<file path="src/rtl/ow_pkg.sv">
package ow_pkg;

  typedef enum logic [1:0] {
    OP_RESET = 2'd0,
    OP_WRITE = 2'd1,
    OP_READ  = 2'd2,
    OP_TOUCH = 2'd3
  } ow_op_e;

  typedef enum logic [1:0] {
    SLOT_RST = 2'd0,
    SLOT_W0  = 2'd1,
    SLOT_W1  = 2'd2,
    SLOT_RD  = 2'd3
  } slot_e;

  typedef enum logic [1:0] {
    PH_IDLE = 2'd0,
    PH_LOW  = 2'd1,
    PH_REL  = 2'd2,
    PH_TAIL = 2'd3
  } phase_e;

  localparam int US_W = 10;

  // durations in microseconds: low time, release-to-sample, sample-to-done
  typedef struct packed {
    logic [US_W-1:0] low_us;
    logic [US_W-1:0] rel_us;
    logic [US_W-1:0] tail_us;
  } slot_us_t;

  function automatic slot_us_t slot_us(slot_e s);
    slot_us_t t;
    unique case (s)
      SLOT_RST: t = '{low_us: 10'd500, rel_us: 10'd70, tail_us: 10'd430};
      SLOT_W0:  t = '{low_us: 10'd60,  rel_us: 10'd10, tail_us: 10'd0};
      SLOT_W1:  t = '{low_us: 10'd6,   rel_us: 10'd64, tail_us: 10'd0};
      SLOT_RD:  t = '{low_us: 10'd6,   rel_us: 10'd9,  tail_us: 10'd55};
      default:  t = '{low_us: 10'd1,   rel_us: 10'd1,  tail_us: 10'd0};
    endcase
    return t;
  endfunction

endpackage

</file>
<file path="src/rtl/ow_tick_gen.sv">
module ow_tick_gen #(
  parameter int CLK_PER_US = 250
) (
  input  logic clk,
  input  logic rst_n,
  input  logic restart,
  output logic tick
);
  localparam int PC_W = (CLK_PER_US > 1) ? $clog2(CLK_PER_US) : 1;
  localparam logic [PC_W-1:0] PC_LAST = PC_W'(CLK_PER_US - 1);

  logic [PC_W-1:0] pc;

  assign tick = (pc == PC_LAST);

  always_ff @(posedge clk or negedge rst_n) begin
    if (!rst_n)              pc <= '0;
    else if (restart || tick) pc <= '0;
    else                     pc <= pc + 1'b1;
  end
endmodule

</file>
<file path="src/rtl/ow_sync2.sv">
module ow_sync2 (
  input  logic clk,
  input  logic rst_n,
  input  logic d,
  output logic q
);
  logic meta;

  always_ff @(posedge clk or negedge rst_n) begin
    if (!rst_n) begin
      meta <= 1'b1;
      q    <= 1'b1;
    end else begin
      meta <= d;
      q    <= meta;
    end
  end
endmodule

</file>
<file path="src/rtl/ow_slot_seq.sv">
module ow_slot_seq
  import ow_pkg::*;
#(
  parameter int DELAY_COEF = 1,
  parameter int CNT_W      = 10
) (
  input  logic  clk,
  input  logic  rst_n,
  input  logic  start,
  input  slot_e kind,
  input  logic  keep_sample,
  input  logic  tick,
  input  logic  line_s,
  output logic  drive_n,
  output logic  busy,
  output logic  done,
  output logic  rsp_bit
);
  phase_e          ph;
  slot_e           kind_q;
  logic            keep_q;
  logic [CNT_W-1:0] cnt;
  logic [CNT_W-1:0] cur_len;
  logic [CNT_W-1:0] tail_len;
  logic            last;
  slot_us_t        t_us;

  assign t_us     = slot_us(kind_q);
  assign tail_len = CNT_W'(t_us.tail_us) * CNT_W'(DELAY_COEF);

  always_comb begin
    unique case (ph)
      PH_LOW:  cur_len = CNT_W'(t_us.low_us) * CNT_W'(DELAY_COEF);
      PH_REL:  cur_len = CNT_W'(t_us.rel_us) * CNT_W'(DELAY_COEF);
      PH_TAIL: cur_len = tail_len;
      default: cur_len = '0;
    endcase
  end

  assign last = tick && (cnt == cur_len - 1'b1);
  assign busy = (ph != PH_IDLE);

  always_ff @(posedge clk or negedge rst_n) begin
    if (!rst_n) begin
      ph      <= PH_IDLE;
      kind_q  <= SLOT_RST;
      keep_q  <= 1'b0;
      cnt     <= '0;
      drive_n <= 1'b1;
      done    <= 1'b0;
      rsp_bit <= 1'b0;
    end else begin
      done <= 1'b0;
      unique case (ph)
        PH_IDLE: begin
          if (start) begin
            ph      <= PH_LOW;
            kind_q  <= kind;
            keep_q  <= keep_sample;
            cnt     <= '0;
            drive_n <= 1'b0;
          end
        end
        PH_LOW: begin
          if (last) begin
            ph      <= PH_REL;
            cnt     <= '0;
            drive_n <= 1'b1;
          end else if (tick) begin
            cnt <= cnt + 1'b1;
          end
        end
        PH_REL: begin
          if (last) begin
            rsp_bit <= keep_q & line_s;
            cnt     <= '0;
            if (tail_len == '0) begin
              ph   <= PH_IDLE;
              done <= 1'b1;
            end else begin
              ph <= PH_TAIL;
            end
          end else if (tick) begin
            cnt <= cnt + 1'b1;
          end
        end
        PH_TAIL: begin
          if (last) begin
            ph   <= PH_IDLE;
            done <= 1'b1;
            cnt  <= '0;
          end else if (tick) begin
            cnt <= cnt + 1'b1;
          end
        end
        default: ph <= PH_IDLE;
      endcase
    end
  end
endmodule

</file>
<file path="src/rtl/ow_slot_engine.sv">
module ow_slot_engine
  import ow_pkg::*;
#(
  parameter int CLK_PER_US = 250,
  parameter int DELAY_COEF = 1
) (
  input  logic       clk,
  input  logic       rst_n,
  input  logic       req_valid,
  output logic       req_ready,
  input  logic [1:0] req_op,
  input  logic       req_data,
  output logic       busy,
  output logic       done,
  output logic       rsp_bit,
  output logic       ow_drive_n,
  input  logic       ow_line_i
);
  localparam int MAX_TICKS = 1000 * DELAY_COEF;
  localparam int CNT_W     = $clog2(MAX_TICKS + 1);

  logic  accept;
  logic  tick;
  logic  line_s;
  slot_e kind;
  logic  keep_sample;

  assign req_ready = !busy;
  assign accept    = req_valid && req_ready;

  always_comb begin
    unique case (ow_op_e'(req_op))
      OP_RESET: begin kind = SLOT_RST; keep_sample = 1'b1; end
      OP_WRITE: begin kind = req_data ? SLOT_W1 : SLOT_W0; keep_sample = 1'b0; end
      OP_READ:  begin kind = SLOT_RD; keep_sample = 1'b1; end
      OP_TOUCH: begin kind = req_data ? SLOT_RD : SLOT_W0; keep_sample = req_data; end
      default:  begin kind = SLOT_RD; keep_sample = 1'b0; end
    endcase
  end

  ow_tick_gen #(.CLK_PER_US(CLK_PER_US)) u_tick (
    .clk(clk), .rst_n(rst_n), .restart(accept), .tick(tick)
  );

  ow_sync2 u_sync (
    .clk(clk), .rst_n(rst_n), .d(ow_line_i), .q(line_s)
  );

  ow_slot_seq #(.DELAY_COEF(DELAY_COEF), .CNT_W(CNT_W)) u_seq (
    .clk(clk), .rst_n(rst_n), .start(accept), .kind(kind),
    .keep_sample(keep_sample), .tick(tick), .line_s(line_s),
    .drive_n(ow_drive_n), .busy(busy), .done(done), .rsp_bit(rsp_bit)
  );
endmodule

</file>
<file path="config.mk">
export PLATFORM = sky130hd
export DESIGN_NAME = ow_slot_engine
export DESIGN_NICKNAME = d
export VERILOG_FILES = /design/src/rtl/ow_pkg.sv /design/src/rtl/ow_tick_gen.sv /design/src/rtl/ow_sync2.sv /design/src/rtl/ow_slot_seq.sv /design/src/rtl/ow_slot_engine.sv
export SDC_FILE = /design/constraint.sdc
export NUM_CORES = 1
export LEC_CHECK = 0
export CAP_MARGIN = 40
export CORE_UTILIZATION = 59
export DETAILED_ROUTE_END_ITERATION = 6
export GPL_TIMING_DRIVEN = 0
export PLACE_DENSITY = 0.79
export SLEW_MARGIN = 40
export SYNTH_ARGS = -nofsm -noshare
export SYNTH_HDL_FRONTEND = slang
export SYNTH_SLANG_ARGS = --single-unit
</file>
<file path="constraint.sdc">
create_clock -name clk -period 3.8 [get_ports clk]
set_input_delay 0.38 -clock clk [delete_from_list [all_inputs] [get_ports clk]]
set_output_delay 0.38 -clock clk [all_outputs]
set_load 0.01 [all_outputs]
</file>
==> results of run 1 <==
[metrics by stage]
| step | util [%] | cell area (um^2) | worst slack, ns |
|---|---|---|---|
| 2_1_floorplan | - | 1920 | 0.715 |
| 3_3_place_gp | 67.6 | 2080 | 0.406 |
| 3_5_place_dp | 67.4 | 2080 | 0.332 |
| 4_1_cts | 68.3 | 2100 | 0.300 |
| 5_1_grt | 68.2 | 2100 | 0.108 |
| 6_report | 68.2 | 2100 | 0.429 |
[path summary, 6_finish.rpt]
kind | cells past startpoint | slack, ns | end | from
worst min register to register | 0 | 0.37 | u_sync.q$_DFF_PN1_ | u_sync.meta$_DFF_PN1_
min in group clk | 0 | 0.37 | u_sync.q$_DFF_PN1_ | u_sync.meta$_DFF_PN1_
max in group asynchronous | 1 | 3.35 | u_seq.kind_q[0]$_DFFE_PN0P_ | rst_n
worst max-delay path | 14 | 0.43 | u_seq.rsp_bit$_DFFE_PN0P_ | u_seq.kind_q[1]$_DFFE_PN0P_
worst min-delay path | 1 | 0.03 | u_seq.cnt[4]$_DFFE_PN0P_ | rst_n
worst max register to register | 14 | 0.43 | u_seq.rsp_bit$_DFFE_PN0P_ | u_seq.kind_q[1]$_DFFE_PN0P_
[area by class of cell]
type / instances / area, um^2
Buffer: 5 / 40.0
Clock buffer: 4 / 26.3
Fill cell: 254 / 980
Inverter: 8 / 30.0
Multi-Input combinational cell: 172 / 1140
Sequential cell: 28 / 704
Tap cell: 44 / 55.1
Timing Repair Buffer: 11 / 105
[state kept, by name, indices dropped and copies added (netlist names)]
signal	flops
u_seq.drive_n	1
u_seq.rsp_bit	1
u_sync.meta	1
u_seq.cnt	10
u_seq.kind_q	2
u_tick.pc	8
u_sync.q	1
u_seq.done	1
u_seq.ph	2
u_seq.keep_q	1
[worst max-delay path, stage by stage, from the launching register on]
cell,delay [ns]
dfrtp_1,0.45
inv_1,0.15
ha_1,0.40
nor3_1,0.11
o32a_1,0.38
ha_1,0.30
xor2_1,0.14
o21ai_0,0.11
nor3_2,0.13
o311ai_1,0.14
nor4_1,0.28
nand3_1,0.17
buf_6,0.18
o21a_1,0.16
a31o_1,0.18
[power breakdown]
| group | total (mW) | switching (mW) | internal, mW |
|---|---|---|---|
| combinational | 0.208 | 0.111 | 0.0968 |
| sequential | 0.391 | 0.0469 | 0.344 |
| clock | 0.126 | 0.0845 | 0.0410 |
[routing by layer]
metal  up-vias  share of wire, %  wire, um  global-route usage (%)
li1        791                 -         -                       -
met5         -                 0         0                       0
met2        40                51      2010                    45.5
met1       755                44      1740                    33.8
met4         0              0.99        39                    6.80
met3         4               3.9       153                    2.84
[synthesized netlist by cell type (2+ instances only)]
| master | count |
|---|---|
| dfrtp_1 | 25 |
| nor2_1 | 23 |
| nand2_1 | 20 |
| a21oi_1 | 12 |
| xor2_1 | 12 |
| nand3_1 | 11 |
| o21ai_0 | 11 |
| ha_1 | 10 |
| xnor2_1 | 10 |
| inv_1 | 7 |
| and3_1 | 5 |
| nor3_1 | 5 |
| nor3b_1 | 4 |
| o21a_1 | 4 |
| o31ai_1 | 4 |
| dfstp_2 | 3 |
| nand2b_1 | 3 |
| a21o_1 | 2 |
| buf_2 | 2 |
| buf_6 | 2 |
| mux2i_1 | 2 |
| nand4_1 | 2 |
| nor2b_1 | 2 |
| o21ai_1 | 2 |
| o21bai_1 | 2 |
| o32a_1 | 2 |
| or3_1 | 2 |
[layout by cell type (no fill, tap or decap), drive strengths merged, types with 2 or more instances in the layout]
master         synthesis  final
a21o                   2      2
a21oi                 12     12
and3                   6      6
buf                    5      6
clkbuf                 1      4
clkdlybuf4s50          0     10
dfrtp                 25     25
dfstp                  3      3
ha                    10     10
inv                    7      7
mux2i                  2      2
nand2                 20     20
nand2b                 3      3
nand3                 11     11
nand4                  2      2
nor2                  23     23
nor2b                  2      2
nor3                   6      6
nor3b                  4      4
o21a                   4      4
o21ai                 13     13
o21bai                 2      2
o311ai                 2      2
o31ai                  4      4
o32a                   2      2
o32ai                  2      2
or3                    2      2
xnor2                 10     10
xor2                  12     12
[cell families after synthesis]
kind of cell,after synthesis,share of synthesized area [%]
buf+inv,14,3.85
flops,28,36.8
compound gates,52,19.3
simple gates,86,22.5
mux,2,1.05
xor+xnor,22,10.1
fa+ha+maj,10,6.53
==> metrics.yaml, run 1 <==
hp-class: "input pin to asynchronous set/reset pin"
critical_path_class: "flop to flop"
slew_violations: 0
yosysUniqueCellTypes: 52
die_x_um: 59.0
startpoint_type: "flop"
synth.area.top_cells: "dfrtp_1 (33%), ha_1 (6.5%), xor2_1 (5.5%), xnor2_1 (4.6%), nor2_1 (4.5%)"
stdcell_count: 272
clkSlewWorstSetupHoldPaths_ns: 0.16
cts_buffer_depth: 2
drive_above_1_share_pct: 7.46
dieArea_um2: 3480
routed_wire_length_per_instance_um: 14.5
vias: 1590
h-tree-depth: 1
maxCapViolations: 0
area.growth.synth_to_final_pct: 9.54
cts_resized: 0
postRouteWirelength_um: 3940
async_reset_ff_share_pct: 100
synthCells: 214
drt_pass1_iterations: 4
syn_area_um2: 1920
synth-edff-count: 0
synth_top_area_share_pct: 32.7
grt_pass1_vias: 1515
grt_max_degree: 29
clock_skew_ns: 0.0188
ys_warn_count: 0
cts_sinks: 28
antenna_found_initial: 0
fin_nets: 246
pwr_density_cell_nw_per_um2: 345
cp_max_fo: 11
design.portCount: 12
cts_tree: "done"
relSlewSlack_pct: 59.8
grt_use_total_pct: 25.8
gp_congestion: 0.885
drc: 0
hpwl_um: 3030
start_util_pct: 62.2
ys_ff_latch: 28
p_leak_nw: 0.882
cts_buffers: 3
worst_pin_slew_ns: 0.603
postRouteAntennaNets: 0
min_period_over_period_pct: 88.7
core_um2: 3080
total_power_mw: 0.725
ys_seq_area_share_pct: 36.8
status: "finished, final reports clean"
synth_top_area_cell: "dfrtp_1"
die_h_um: 59.0
setup_viol: 0
placedCellCount: 269
holdBufCountCts: 0
cts-root-buf: "clkbuf_4"
portBuffers: 11
avgViaCountPerCell: 5.85
cts_setup_buffers: 0
cp.required_ns: 4.02
synth_nets: 231
fin_tns_setup_ns: 0
final-hold-violation-count: 0
clkLatencyLatePin_ns: 0.33
holdWs_ns: 0.0305
period_needed_ns: 3.37
vdd_drop_max_v: 0.000291
rsz0062_at_grt: "no"
synth_top_flop_cell: "dfrtp_1"
gr-total-overflow: 0
antenna_cells: 0
row_count: 20
grt_pass1_wl_um: 6820
timing.fmax_ghz: 0.297
end_kind: "flop"
cp_data_arrival_time_ns: 3.59
avgSynthCellArea_um2: 8.95
drt-initial-drc-count: 141
Note: power is estimated with default switching activity, not from simulation.
==> run 2, diff against run 1 <==
- CORE_MARGIN: not set -> 2
- REMOVE_ABC_BUFFERS: not set -> 1
- SLEW_MARGIN: 40 -> 10
==> run 2 against run 1 <==
- clock skew down 0.017 ns
- combinational power up 3%
- final area up 1.2%
- power up 3.3%
- clock power up 13%
- critical path depth unchanged
- critical endpoint unchanged
- cell count down 0.74%
- via count up 2.3%
- fmax down 2.8%
- register-to-register slack worse by 0.098 ns
- first-iteration DRC count down 16%
==> metrics.yaml, run 2 (synthesis gave the netlist of run 1 again) <==
pwr_density_cell_nw_per_um2: 353
final-hold-violation-count: 0
die_x_um: 61.0
slew_violations: 0
cts_buffer_depth: 2
largest_register_ffs: 10
portBuffers: 11
timing.fmax_ghz: 0.288
worst_pin_slew_ns: 0.619
clkSlewWorstSetupHoldPaths_ns: 0.14
clkLatencyLatePin_ns: 0.33
fin_tns_setup_ns: 0
min_period_over_period_pct: 91.3
grt_use_met2_pct: 43.5
core_um2: 3080
status: "finished, final reports clean"
antenna_found_initial: 0
clock_skew_ns: 0.00169
area.growth.synth_to_final_pct: 10.8
row_count: 20
drt_pass1_iterations: 4
cts_sinks: 28
avgViaCountPerCell: 6.02
critical_path_class: "flop to flop"
drt-initial-drc-count: 118
gp_congestion: 0.879
end_kind: "flop"
vdd_drop_max_v: 0.000292
grt_max_degree: 17
antenna_cells: 0
pwr-share-seq_pct: 52.3
start_util_pct: 62.2
fin_area_um2: 2120
postRouteAntennaNets: 0
grt_pass1_vias: 1580
design.portCount: 12
cp.required_ns: 4.03
rsz0062_at_grt: "no"
cts-root-buf: "clkbuf_4"
maxCapViolations: 0
cp_max_fo: 10
p_leak_nw: 0.887
gr-total-overflow: 0
relSlewSlack_pct: 58.6
holdWs_ns: 0.367
switching_share_pct: 32.7
dieArea_um2: 3720
startpoint_type: "flop"
comb_power_share_pct: 28.6
period_needed_ns: 3.47
vias: 1626
top_regs: "u_seq.cnt (10), u_tick.pc (8)"
drive_above_1_share_pct: 7.52
drc: 0
routed_wire_length_per_instance_um: 15.3
postRouteWirelength_um: 4120
grt_use_total_pct: 25.2
h-tree-depth: 1
cp_data_arrival_time_ns: 3.70
final_core_util_pct: 69.0
hp-class: "flop to flop"
pwr-share-clk_pct: 19.1
fin_nets: 244
cts_tree: "done"
die_h_um: 61.0
setup_viol: 0
cts_buffers: 3
p_int_mw: 0.503
grt_use_met3_pct: 2.56
grtUsageMet1_pct: 31.0
hpwl_um: 3190
placed_cell_area_um2: 2060
total_power_mw: 0.749
final_common_cell: "dfrtp_1"
final_cell_mix: "dfrtp_1 (25), nor2_1 (23), nand2_1 (19)"
grt_pass1_wl_um: 6910
netSwitchingPower_mw: 0.245
holdBufCountCts: 0
grt.busiest_layer: "met2"
largest-register: "u_seq.cnt"
## run 2: cell count changes in the layout (fill, tap and decap cells not counted)
cell	before	now
buf_6	2	0
clkbuf_1	1	0
buf_2	3	0
nand2_1	20	19
nand3_1	11	10
buf_4	1	2
buf_16	0	1
nand3_2	0	1
clkdlybuf4s50_1	10	11
nand2_2	0	1
clkbuf_8	0	1
## run 2: cell type report
class / instances / area, um^2
Fill cell: 261 / 955
Timing Repair Buffer: 14 / 153
Multi-Input combinational cell: 172 / 1140
Sequential cell: 28 / 704
Tap cell: 44 / 55.1
Inverter: 8 / 30.0
Clock buffer: 4 / 36.3
## run 2: what timing repair did
| action | 4_1_cts | 5_1_grt |
|---|---|---|
| resized for setup | 0 | 2 |
| setup buffers | 0 | 2 |
| endpoints found under the setup margin | 0 | 12 |
## run 2: power by group through the flow
stage	logic, mW	clock network, mW	registers [mW]
CTS	0.214	0.144	0.391
global placement	0.199	0	0.394
global route	0.248	0.152	0.400
finish	0.214	0.143	0.392
floorplan	0.163	0	0.386
detailed placement	0.213	0	0.397
## run 2: path summary, 6_finish.rpt
kind | slack, ns | endpoint | cells after the start | from
worst max-delay path | 0.33 | u_seq.rsp_bit$_DFFE_PN0P_ | 14 | u_seq.kind_q[1]$_DFFE_PN0P_
worst min-delay path | 0.37 | u_sync.q$_DFF_PN1_ | 0 | u_sync.meta$_DFF_PN1_
worst max register to register | 0.33 | u_seq.rsp_bit$_DFFE_PN0P_ | 14 | u_seq.kind_q[1]$_DFFE_PN0P_
worst min register to register | 0.37 | u_sync.q$_DFF_PN1_ | 0 | u_sync.meta$_DFF_PN1_
max in group asynchronous | 2.81 | u_seq.drive_n$_DFFE_PN1P_ | 2 | rst_n
min in group asynchronous | 0.42 | u_seq.rsp_bit$_DFFE_PN0P_ | 1 | rst_n
## run 2: worst max-delay path, cell delays in order, from the launching register on
cell	delay [ns]
dfrtp_1	0.45
inv_1	0.12
ha_1	0.41
and2_1	0.20
o32a_1	0.33
ha_1	0.30
xor2_1	0.15
o21ai_0	0.11
nor3_2	0.14
o311ai_1	0.15
nor4_1	0.35
nand3_2	0.10
buf_4	0.20
o21a_1	0.18
a31o_1	0.19
## run 2: layer usage
layer	vias to the layer above	wire length (um)
li1	789	-
met1	784	1740
met2	40	2130
met3	13	134
met4	0	116
met5	-	0
## run 2: stage by stage
stage / cells / worst slack, ns
after global placement: 263 / 0.270
final: 270 / 0.331
after global routing: 270 / 0.0280
after detailed placement: 264 / 0.158
after floorplan: 208 / 0.672
after CTS: 268 / 0.119
